**config.mk**
```make
export PLATFORM = sky130hd
export DESIGN_NAME = dix_top
export DESIGN_NICKNAME = d
export VERILOG_FILES = /design/src/rtl/dix_pkg.sv /design/src/rtl/dix_scale_check.sv /design/src/rtl/dix_fault_pri.sv /design/src/rtl/dix_addr_gen.sv /design/src/rtl/dix_top.sv
export SDC_FILE = /design/constraint.sdc
export NUM_CORES = 1
export LEC_CHECK = 0
export ABC_AREA = 1
export BUFFER_PORTS_ARGS = -buffer_cell sky130_fd_sc_hd__buf_2
export CORE_ASPECT_RATIO = 0.9
export CORE_UTILIZATION = 33
export DETAILED_ROUTE_END_ITERATION = 10
export GPL_TIMING_DRIVEN = 0
export SLEW_MARGIN = 20
export SYNTH_ARGS = -nofsm -noshare
export SYNTH_HDL_FRONTEND = slang
export SYNTH_SLANG_ARGS = --single-unit
```
**constraint.sdc**
```tcl
create_clock -name clk -period 2.2 [get_ports clk]
set_input_delay 0.66 -clock clk [delete_from_list [all_inputs] [get_ports clk]]
set_output_delay 0.66 -clock clk [all_outputs]
set_load 0.02 [all_outputs]
```
**src/rtl/dix_pkg.sv**
```systemverilog
package dix_pkg;
  localparam int unsigned DEF_ADDR_W = 20;
  localparam int unsigned DEF_LEN_W  = 20;
  localparam int unsigned DEF_IDX_W  = 24;
  localparam int unsigned FLAG_CNT   = 5;

  typedef enum logic [1:0] {
    OP_INDEX = 2'd0,
    OP_READ  = 2'd1,
    OP_WRITE = 2'd2,
    OP_READ2 = 2'd3
  } op_e;

  typedef enum logic [1:0] {
    CZ_NONE   = 2'd0,
    CZ_ABSENT = 2'd1,
    CZ_RDONLY = 2'd2,
    CZ_BADIDX = 2'd3
  } cause_e;
endpackage

```
**src/rtl/dix_scale_check.sv**
```systemverilog
module dix_scale_check #(
  parameter int unsigned LEN_W = 20,
  parameter int unsigned IDX_W = 24
) (
  input  logic [IDX_W-1:0] idx,
  input  logic             dbl,
  input  logic             already,
  input  logic [LEN_W-1:0] len,
  output logic             bad,
  output logic [LEN_W-1:0] new_len
);
  localparam int unsigned SC_W  = IDX_W + 1;
  localparam int unsigned CMP_W = (SC_W > LEN_W) ? SC_W : LEN_W;

  logic [SC_W-1:0]  scaled;
  logic [CMP_W-1:0] scaled_x;
  logic [CMP_W-1:0] len_x;
  logic             neg;

  always_comb begin
    neg      = idx[IDX_W-1];
    scaled   = dbl ? {idx, 1'b0} : {idx[IDX_W-1], idx};
    scaled_x = CMP_W'(scaled);
    len_x    = CMP_W'(len);
    bad      = already | neg | (scaled_x >= len_x);
    new_len  = LEN_W'(scaled_x);
  end
endmodule

```
**src/rtl/dix_fault_pri.sv**
```systemverilog
module dix_fault_pri
  import dix_pkg::*;
(
  input  logic   is_index,
  input  logic   is_write,
  input  logic   present,
  input  logic   rdonly,
  input  logic   indexed,
  input  logic   range_bad,
  output cause_e cause
);
  always_comb begin
    if (is_index) begin
      cause = range_bad ? CZ_BADIDX : CZ_NONE;
    end else if (!present) begin
      cause = CZ_ABSENT;
    end else if (is_write && rdonly) begin
      cause = CZ_RDONLY;
    end else if (!indexed) begin
      cause = CZ_BADIDX;
    end else begin
      cause = CZ_NONE;
    end
  end
endmodule

```
**src/rtl/dix_addr_gen.sv**
```systemverilog
module dix_addr_gen #(
  parameter int unsigned ADDR_W = 20,
  parameter int unsigned LEN_W  = 20
) (
  input  logic [ADDR_W-1:0] base,
  input  logic [LEN_W-1:0]  offs,
  output logic [ADDR_W-1:0] addr
);
  localparam int unsigned SUM_W = (ADDR_W > LEN_W) ? ADDR_W : LEN_W;

  logic [SUM_W-1:0] sum;

  always_comb begin
    sum  = SUM_W'(base) + SUM_W'(offs);
    addr = ADDR_W'(sum);
  end
endmodule

```
**src/rtl/dix_top.sv**
```systemverilog
module dix_top
  import dix_pkg::*;
#(
  parameter int unsigned ADDR_W = DEF_ADDR_W,
  parameter int unsigned LEN_W  = DEF_LEN_W,
  parameter int unsigned IDX_W  = DEF_IDX_W,
  localparam int unsigned DESC_W = ADDR_W + LEN_W + FLAG_CNT
) (
  input  logic              clk,
  input  logic              rst_n,
  input  logic              start,
  input  logic [1:0]        op,
  input  logic [DESC_W-1:0] desc_in,
  input  logic [IDX_W-1:0]  index_in,
  output logic [DESC_W-1:0] desc_out,
  output logic [ADDR_W-1:0] addr_out,
  output logic              done,
  output logic [1:0]        cause
);
  localparam int unsigned LEN_LSB = ADDR_W;
  localparam int unsigned FLG_LSB = ADDR_W + LEN_W;
  localparam int unsigned B_RDO   = FLG_LSB + 1;
  localparam int unsigned B_DBL   = FLG_LSB + 2;
  localparam int unsigned B_IDXD  = FLG_LSB + 3;
  localparam int unsigned B_PRES  = FLG_LSB + 4;

  logic [1:0] rst_pipe;
  logic       rst_sync_n;

  always_ff @(posedge clk or negedge rst_n) begin
    if (!rst_n) rst_pipe <= 2'b00;
    else        rst_pipe <= {rst_pipe[0], 1'b1};
  end
  assign rst_sync_n = rst_pipe[1];

  logic [ADDR_W-1:0] base_f;
  logic [LEN_W-1:0]  len_f;
  logic              f_pres, f_idxd, f_dbl, f_rdo;
  logic              is_index, is_write;

  always_comb begin
    base_f   = desc_in[ADDR_W-1:0];
    len_f    = desc_in[LEN_LSB +: LEN_W];
    f_rdo    = desc_in[B_RDO];
    f_dbl    = desc_in[B_DBL];
    f_idxd   = desc_in[B_IDXD];
    f_pres   = desc_in[B_PRES];
    is_index = (op_e'(op) == OP_INDEX);
    is_write = (op_e'(op) == OP_WRITE);
  end

  logic             range_bad;
  logic [LEN_W-1:0] new_len;

  dix_scale_check #(.LEN_W(LEN_W), .IDX_W(IDX_W)) u_scale (
    .idx     (index_in),
    .dbl     (f_dbl),
    .already (f_idxd),
    .len     (len_f),
    .bad     (range_bad),
    .new_len (new_len)
  );

  cause_e cause_c;

  dix_fault_pri u_pri (
    .is_index  (is_index),
    .is_write  (is_write),
    .present   (f_pres),
    .rdonly    (f_rdo),
    .indexed   (f_idxd),
    .range_bad (range_bad),
    .cause     (cause_c)
  );

  logic [ADDR_W-1:0] addr_c;

  dix_addr_gen #(.ADDR_W(ADDR_W), .LEN_W(LEN_W)) u_addr (
    .base (base_f),
    .offs (len_f),
    .addr (addr_c)
  );

  logic [DESC_W-1:0] desc_nx;
  logic [ADDR_W-1:0] addr_nx;
  logic [1:0]        cause_nx;
  logic              done_nx;
  logic              load_en;

  always_comb begin
    load_en  = start;
    done_nx  = start;
    cause_nx = cause_c;
    desc_nx  = desc_in;
    addr_nx  = '0;
    if (cause_c == CZ_NONE) begin
      if (is_index) begin
        desc_nx[LEN_LSB +: LEN_W] = new_len;
        desc_nx[B_IDXD]           = 1'b1;
      end else begin
        addr_nx = addr_c;
      end
    end
  end

  logic [DESC_W-1:0] desc_q;
  logic [ADDR_W-1:0] addr_q;
  logic [1:0]        cause_q;
  logic              done_q;

  always_ff @(posedge clk or negedge rst_sync_n) begin
    if (!rst_sync_n) begin
      desc_q  <= '0;
      addr_q  <= '0;
      cause_q <= '0;
      done_q  <= 1'b0;
    end else begin
      done_q <= done_nx;
      if (load_en) begin
        desc_q  <= desc_nx;
        addr_q  <= addr_nx;
        cause_q <= cause_nx;
      end
    end
  end

  assign desc_out = desc_q;
  assign addr_out = addr_q;
  assign cause    = cause_q;
  assign done     = done_q;
endmodule

```
==> impl_metrics.env, run 1 <==
export IMPL_routedWlPerCell_um=16.0
export IMPL_worst_setup_path_end_kind="flip-flop"
export IMPL_fin_area_um2=6990
export IMPL_die_x_um=131
export IMPL_yosysSeqAreaShare=0.353
export IMPL_root_buffer="clkbuf_16"
export IMPL_drt_pass1_iterations=8
export IMPL_portBuffers=141
export IMPL_critPathLaunchType="input port"
export IMPL_dp_hpwl_um=12100
export IMPL_track_usage=0.219
export IMPL_maxCapViolCount=0
export IMPL_synth_area_um2=4960
export IMPL_synth_ff_type="dfrtp_1"
export IMPL_first_iter_violations=357
export IMPL_clock_path_buffers=2
export IMPL_crit_slowest_cell="ha_1"
export IMPL_cts_buffers=9
export IMPL_p_per_area_nw_per_um2=621
export IMPL_rrSetupSlack_ns=1.43
export IMPL_synth_edf_count=0
export IMPL_synth_common_cells="nand2_1 (248), dfrtp_1 (70), inv_1 (56), nand3_1 (56), o21ai_0 (52)"
export IMPL_skew_ns=0.0105
export IMPL_ys_top_cells_by_area="dfrtp_1 (35%), nand2_1 (19%), ha_1 (9.8%), nand3_1 (5.7%), o21ai_0 (5.2%)"
export IMPL_cts_tree="done"
export IMPL_synth_top_family_by_area="simple AND/OR/NAND/NOR gates"
export IMPL_ir_worst_vdd_v=0.000361
export IMPL_crit_fanout=5
export IMPL_synthMostInstantiatedCell="nand2_1"
export IMPL_yosys_area_share_adder=0.102
export IMPL_antenna_left=0
export IMPL_clkLatencyLatePin_ns=0.36
export IMPL_critPathRequiredTime_ns=2.44
export IMPL_path_class="in -> reg"
export IMPL_die_h_um=118
export IMPL_fin_tns_setup_ns=-5.60
export IMPL_violations="negative setup slack"
export IMPL_grt_pass1_vias=4837
export IMPL_cts_sinks=70
export IMPL_cp_slowest_stage_delay_ns=0.30
export IMPL_finalSetupViolCount=23
export IMPL_finish_utilization=0.475
export IMPL_slew_viol_final=0
export IMPL_post_route_drc_count=0
export IMPL_synth_simple_area_share=0.314
export IMPL_p_leak_nw=3.74
export IMPL_max_slew_worst_pin_slew_ns=0.654
export IMPL_fin_crit_sh=1.14
export IMPL_maxClockFrequency_ghz=0.400
export IMPL_syn_area_per_cell_um2=7.32
export IMPL_outcome="finished with violations"
export IMPL_crit_chain="buf_8, buf_12, buf_16, nand2_4, o21ai_4, ha_1, nand2_1, inv_2, nand3_4, nor3_2, nand2_1, nand2_2, nand2_2, nand3_4, nand2_8, nand2_8, buf_8, nand2_2, nand3_2, nand2_1"
export IMPL_synth_xor_area_frac=0.0177
export IMPL_relSlewSlack=0.564
export IMPL_drive_gt1_frac=0.349
export IMPL_final_cells=1050
export IMPL_hp_class="in -> async"
export IMPL_yosysTopAreaCell="dfrtp_1"
export IMPL_syn_num_nets=792
export IMPL_path_clk_slew_ns=0.05
export IMPL_initial_core_util=0.337
export IMPL_period_minus_slack_ns=2.50
export IMPL_crit_arrival_ns=2.73
export IMPL_dpl_cell_count=1018
export IMPL_grt_max_degree=49
export IMPL_place_worst_setup_slack_ns=-0.762
export IMPL_ys_types=45
export IMPL_totalWireLength_um=16800
export IMPL_fin_ws_ns=-0.299
export IMPL_finalHoldViolations=0
export IMPL_grt_first_pass_wirelength_um=26000
export IMPL_ys_ff_latch=70
export IMPL_antenna_found_initial=0
export IMPL_synthMuxAreaShare=0
export IMPL_final_nets=963
export IMPL_die_area_um2=15500
export IMPL_htreeDepth=3
export IMPL_synthArstFlopShare=1.00
export IMPL_worst_path_buf_inv=5
export IMPL_area_growth_pct=41.0
export IMPL_synth_cells=678
export IMPL_placed_area_um2=5960
export IMPL_yosysWarnings=0
export IMPL_pin_count=142
export IMPL_num_vias=5084
export IMPL_overflow=0
export IMPL_num_antenna_cells=0
export IMPL_synth_compound_area_share=0.129
export IMPL_num_fill_cells=1469
export IMPL_routabilityCongestion=0.903
export IMPL_critical_path_top_delay_family="simple AND/OR/NAND/NOR gates"
export IMPL_rows=42
export IMPL_rsz0062_at_grt="true"
export IMPL_vias_per_cell=4.84
export IMPL_synth_top_area_frac=0.353
export IMPL_core_um2=14700
[cells by family after synthesis]
kind of cell / Yosys count
simple gates: 362
compound gates: 109
buf+inv: 86
flops: 70
fa+ha+maj: 40
xor+xnor: 10
other cells: 1
[routing by layer]
layer  wire length (um)  share of wire  global-route usage
met5                  0              0                   0
met4                382          0.023              0.0706
met3               1230          0.073              0.0592
met2               7100           0.42               0.317
met1               8080           0.48               0.314
[state kept, by name, indices dropped and copies added, names as in the netlist]
register and flops:
addr_out 20, cause 2, desc_out 45, done 1, rst_pipe 2
[power by group]
part           internal (mW)  switching [mW]  total (mW)
Combinational          0.551           0.894        1.44
Clock                  0.841           0.562        1.40
Sequential              1.42          0.0759        1.50
Total                   2.81            1.53        4.34
[stage by stage]
stage | hold WS [ns] | total power [mW]
CTS | 0.0811 | 4.26
global placement | 0.334 | 2.73
floorplan | 0.331 | 2.31
global route | 0.0750 | 4.58
finish | 0.0870 | 4.34
detailed placement | 0.235 | 2.74
[worst paths after layout]
check | startpoint | endpoint | cells past startpoint
setup / recovery | desc_in[42] | desc_out[32] | 20
hold / removal | rst_n | rst_pipe[1] | 1
setup reg to reg | rst_pipe[1] | desc_out[38] | 1
hold reg to reg | rst_pipe[1] | desc_out[31] | 0
max in group asynchronous | rst_pipe[1] | desc_out[38] | 1
min in group clk | rst_pipe[0] | rst_pipe[1] | 0
[layout make-up]
type	instances	area, um^2	share of cell area
multi-input combinational	522	3260	0.466
sequential	70	1760	0.251
timing repair buffer	160	985	0.141
clock buffer	13	270	0.0387
buffer	27	249	0.0356
tap	198	248	0.0354
inverter	59	224	0.0320
clock inverter	1	5.00	0.000716
[repair_timing]
item                                    in CTS  in global routing
pin swaps                                   10                 42
endpoints found under the setup margin      22                 25
buffers inserted                             9                  6
gates cloned                                 3                  1
gates resized for setup                     62                 65
hold buffers                                 0                  0
[cell usage in the layout, fill, tap and decap left out, drive strengths merged, types with 5 or more instances in the layout]
| cell type | count |
|---|---|
| clkbuf | 23 |
| nand3 | 60 |
| ha | 39 |
| inv | 58 |
| buf | 175 |
| dfrtp | 70 |
| nand2 | 264 |
| a21oi | 25 |
| a21o | 6 |
| o21ai | 61 |
| nor3 | 5 |
| xor2 | 6 |
| nor2 | 27 |
| a22o | 5 |
Note: power is estimated with default switching activity, not from simulation.
==> inputs of run 2 (changes only) <==
--- a/config.mk
+++ b/config.mk
@@ -7,7 +7,6 @@
 export LEC_CHECK = 0
 export ABC_AREA = 1
 export BUFFER_PORTS_ARGS = -buffer_cell sky130_fd_sc_hd__buf_2
-export CORE_ASPECT_RATIO = 0.9
 export CORE_UTILIZATION = 33
 export DETAILED_ROUTE_END_ITERATION = 10
 export GPL_TIMING_DRIVEN = 0
==> run 2 against run 1 <==
The run still ends with negative setup slack left. Register-to-register slack worse by 0.07 ns. Cell count is 1.1% lower. First-iteration DRC count is 9.5% lower. Sequential share of layout area is 0.77 points higher. Largest cell class unchanged.
==> impl_metrics.env, run 2 (synthesis gave the netlist of run 1 again) <==
export IMPL_grt_max_degree=40
export IMPL_fin_tns_setup_ns=-5.87
export IMPL_grt_use_met3=0.0438
export IMPL_cts_tree="done"
export IMPL_use_met2=0.307
export IMPL_outcome="finished with violations"
export IMPL_antenna_left=0
export IMPL_hold_slack_ns=0.0866
export IMPL_grt_first_pass_wirelength_um=25400
export IMPL_drt_pass1_iterations=7
export IMPL_path_clk_slew_ns=0.06
export IMPL_p_per_area_nw_per_um2=649
export IMPL_path_class="in -> reg"
export IMPL_fin_ws_ns=-0.315
export IMPL_hp_class="in -> async"
export IMPL_finish_utilization=0.465
export IMPL_critPathLaunchType="input port"
export IMPL_cts_buffers=9
export IMPL_htreeDepth=3
export IMPL_p_comb_frac=0.311
export IMPL_rows=44
export IMPL_grtUsageMet1=0.308
export IMPL_clkLatencyLatePin_ns=0.34
export IMPL_crit_fanout=7
export IMPL_p_leak_nw=3.67
export IMPL_max_slew_worst_pin_slew_ns=0.707
export IMPL_area_growth_pct=36.8
export IMPL_die_h_um=125
export IMPL_relSlewSlack=0.529
export IMPL_grt_pass1_vias=4653
export IMPL_vias_per_cell=4.87
export IMPL_antenna_found_initial=1
export IMPL_portBuffers=141
export IMPL_root_buffer="clkbuf_16"
export IMPL_final_nets=962
export IMPL_grt_busiest_layer="met1"
export IMPL_finalPower_mw=4.40
export IMPL_layout_commonest_cell="nand2_1"
export IMPL_largest_register_ffs=45
export IMPL_p_sw_frac=0.344
export IMPL_final_cell_mix="nand2_1 (236), buf_2 (144), dfrtp_1 (69), inv_1 (53), nand3_1 (44)"
export IMPL_hold_buffers=0
export IMPL_cts_sinks=70
export IMPL_first_iter_violations=323
export IMPL_final_cells=1038
export IMPL_worst_path_buf_inv=6
export IMPL_intPower_mw=2.89
export IMPL_crit_arrival_ns=2.74
export IMPL_clkPwrFrac=0.349
export IMPL_maxClockFrequency_ghz=0.398
export IMPL_slew_viol_final=0
export IMPL_core_um2=14600
export IMPL_track_usage=0.210
export IMPL_pin_count=142
export IMPL_finalHoldViolations=0
export IMPL_cp_slowest_stage_delay_ns=0.23
export IMPL_critPathRequiredTime_ns=2.43
export IMPL_die_x_um=125
export IMPL_critical_path_top_delay_family="simple AND/OR/NAND/NOR gates"
export IMPL_overflow=0
export IMPL_totalWireLength_um=16200
export IMPL_maxCapViolCount=0
export IMPL_finalSetupViolCount=22
export IMPL_routedWlPerCell_um=15.6
export IMPL_worst_setup_path_end_kind="flip-flop"
export IMPL_crit_chain="buf_8, buf_12, buf_12, o21ai_4, ha_4, nand2_2, inv_2, o21ai_1, nand2_1, a21oi_1, nand2_1, nand2_2, nand3_4, nand2_8, buf_12, buf_8, nand3_2, nand3_2, nand2_1"
export IMPL_drive_gt1_frac=0.320
export IMPL_skew_ns=0.00876
export IMPL_rsz0062_at_grt="true"
export IMPL_num_vias=5056
export IMPL_violations="negative setup slack"
export IMPL_post_route_drc_count=0
export IMPL_switchingPower_mw=1.51
export IMPL_clock_path_buffers=2
export IMPL_period_minus_slack_ns=2.52
export IMPL_crit_slowest_cell="ha_4"
export IMPL_dpl_cell_count=1004
export IMPL_pwr_share_seq=0.340
export IMPL_fin_crit_sh=1.14
export IMPL_dp_hpwl_um=12200
export IMPL_die_area_um2=15500
export IMPL_initial_core_util=0.340
export IMPL_routabilityCongestion=0.850
export IMPL_ir_worst_vdd_v=0.000359
==> run 2: cell count changes in the layout (fill, tap and decap cells not counted), moves of 2 or more <==
cell | before | now
buf_4 | 9 | 11
nand2_2 | 26 | 24
clkinvlp_4 | 0 | 2
nand3_2 | 23 | 15
nand2_1 | 225 | 236
nand3_1 | 34 | 44
nand2_4 | 11 | 3
nand3_4 | 3 | 1
==> run 2: worst paths after layout <==
| path | slack [ns] | depth (start not counted) | start | end |
|---|---|---|---|---|
| min in group clk | 0.35 | 0 | rst_pipe[0] | rst_pipe[1] |
| min reg2reg | 0.27 | 0 | rst_pipe[1] | desc_out[8] |
| min | 0.09 | 1 | rst_n | rst_pipe[0] |
| max in group asynchronous | 1.36 | 1 | rst_pipe[1] | desc_out[32] |
| max | -0.32 | 19 | desc_in[42] | desc_out[31] |
| max reg2reg | 1.36 | 1 | rst_pipe[1] | desc_out[32] |
==> run 2: layout make-up <==
class,instances,area [um^2]
antenna,1,2.50
buffer,27,249
clock buffer,12,256
clock inverter,4,53.8
fill,1501,7810
inverter,59,224
multi-input combinational,522,3080
sequential,70,1760
tap,184,230
timing repair buffer,159,936
==> run 2: repair_timing <==
| action | 4_1_cts | 5_1_grt |
|---|---|---|
| gates resized for setup | 50 | 41 |
| setup buffers | 7 | 8 |
| gates cloned | 3 | 0 |
| pin swaps | 11 | 27 |
| endpoints found under the setup margin | 22 | 26 |
| endpoints found under the hold margin | 0 | 0 |
==> run 2: power by group through the flow <==
stage	clock (mW)	sequential [mW]	combinational, mW
after floorplan	0	1.69	0.628
after global placement	0	1.53	1.19
after detailed placement	0	1.52	1.22
after CTS	1.57	1.50	1.30
after global routing	1.63	1.52	1.51
final	1.54	1.50	1.37
==> run 2: per-layer routing <==
layer / share of wire / up-vias
met2: 0.43 / 157
met5: 0 / -
met4: 0.014 / 0
li1: - / 2565
met3: 0.059 / 16
met1: 0.50 / 2318
==> run 2: metrics by stage <==
stage	cell area, um^2	setup slack, ns
floorplan	4980	-0.213
global placement	5910	-0.846
detailed placement	5940	-0.735
CTS	6510	-0.261
global route	6780	-0.410
finish	6780	-0.315
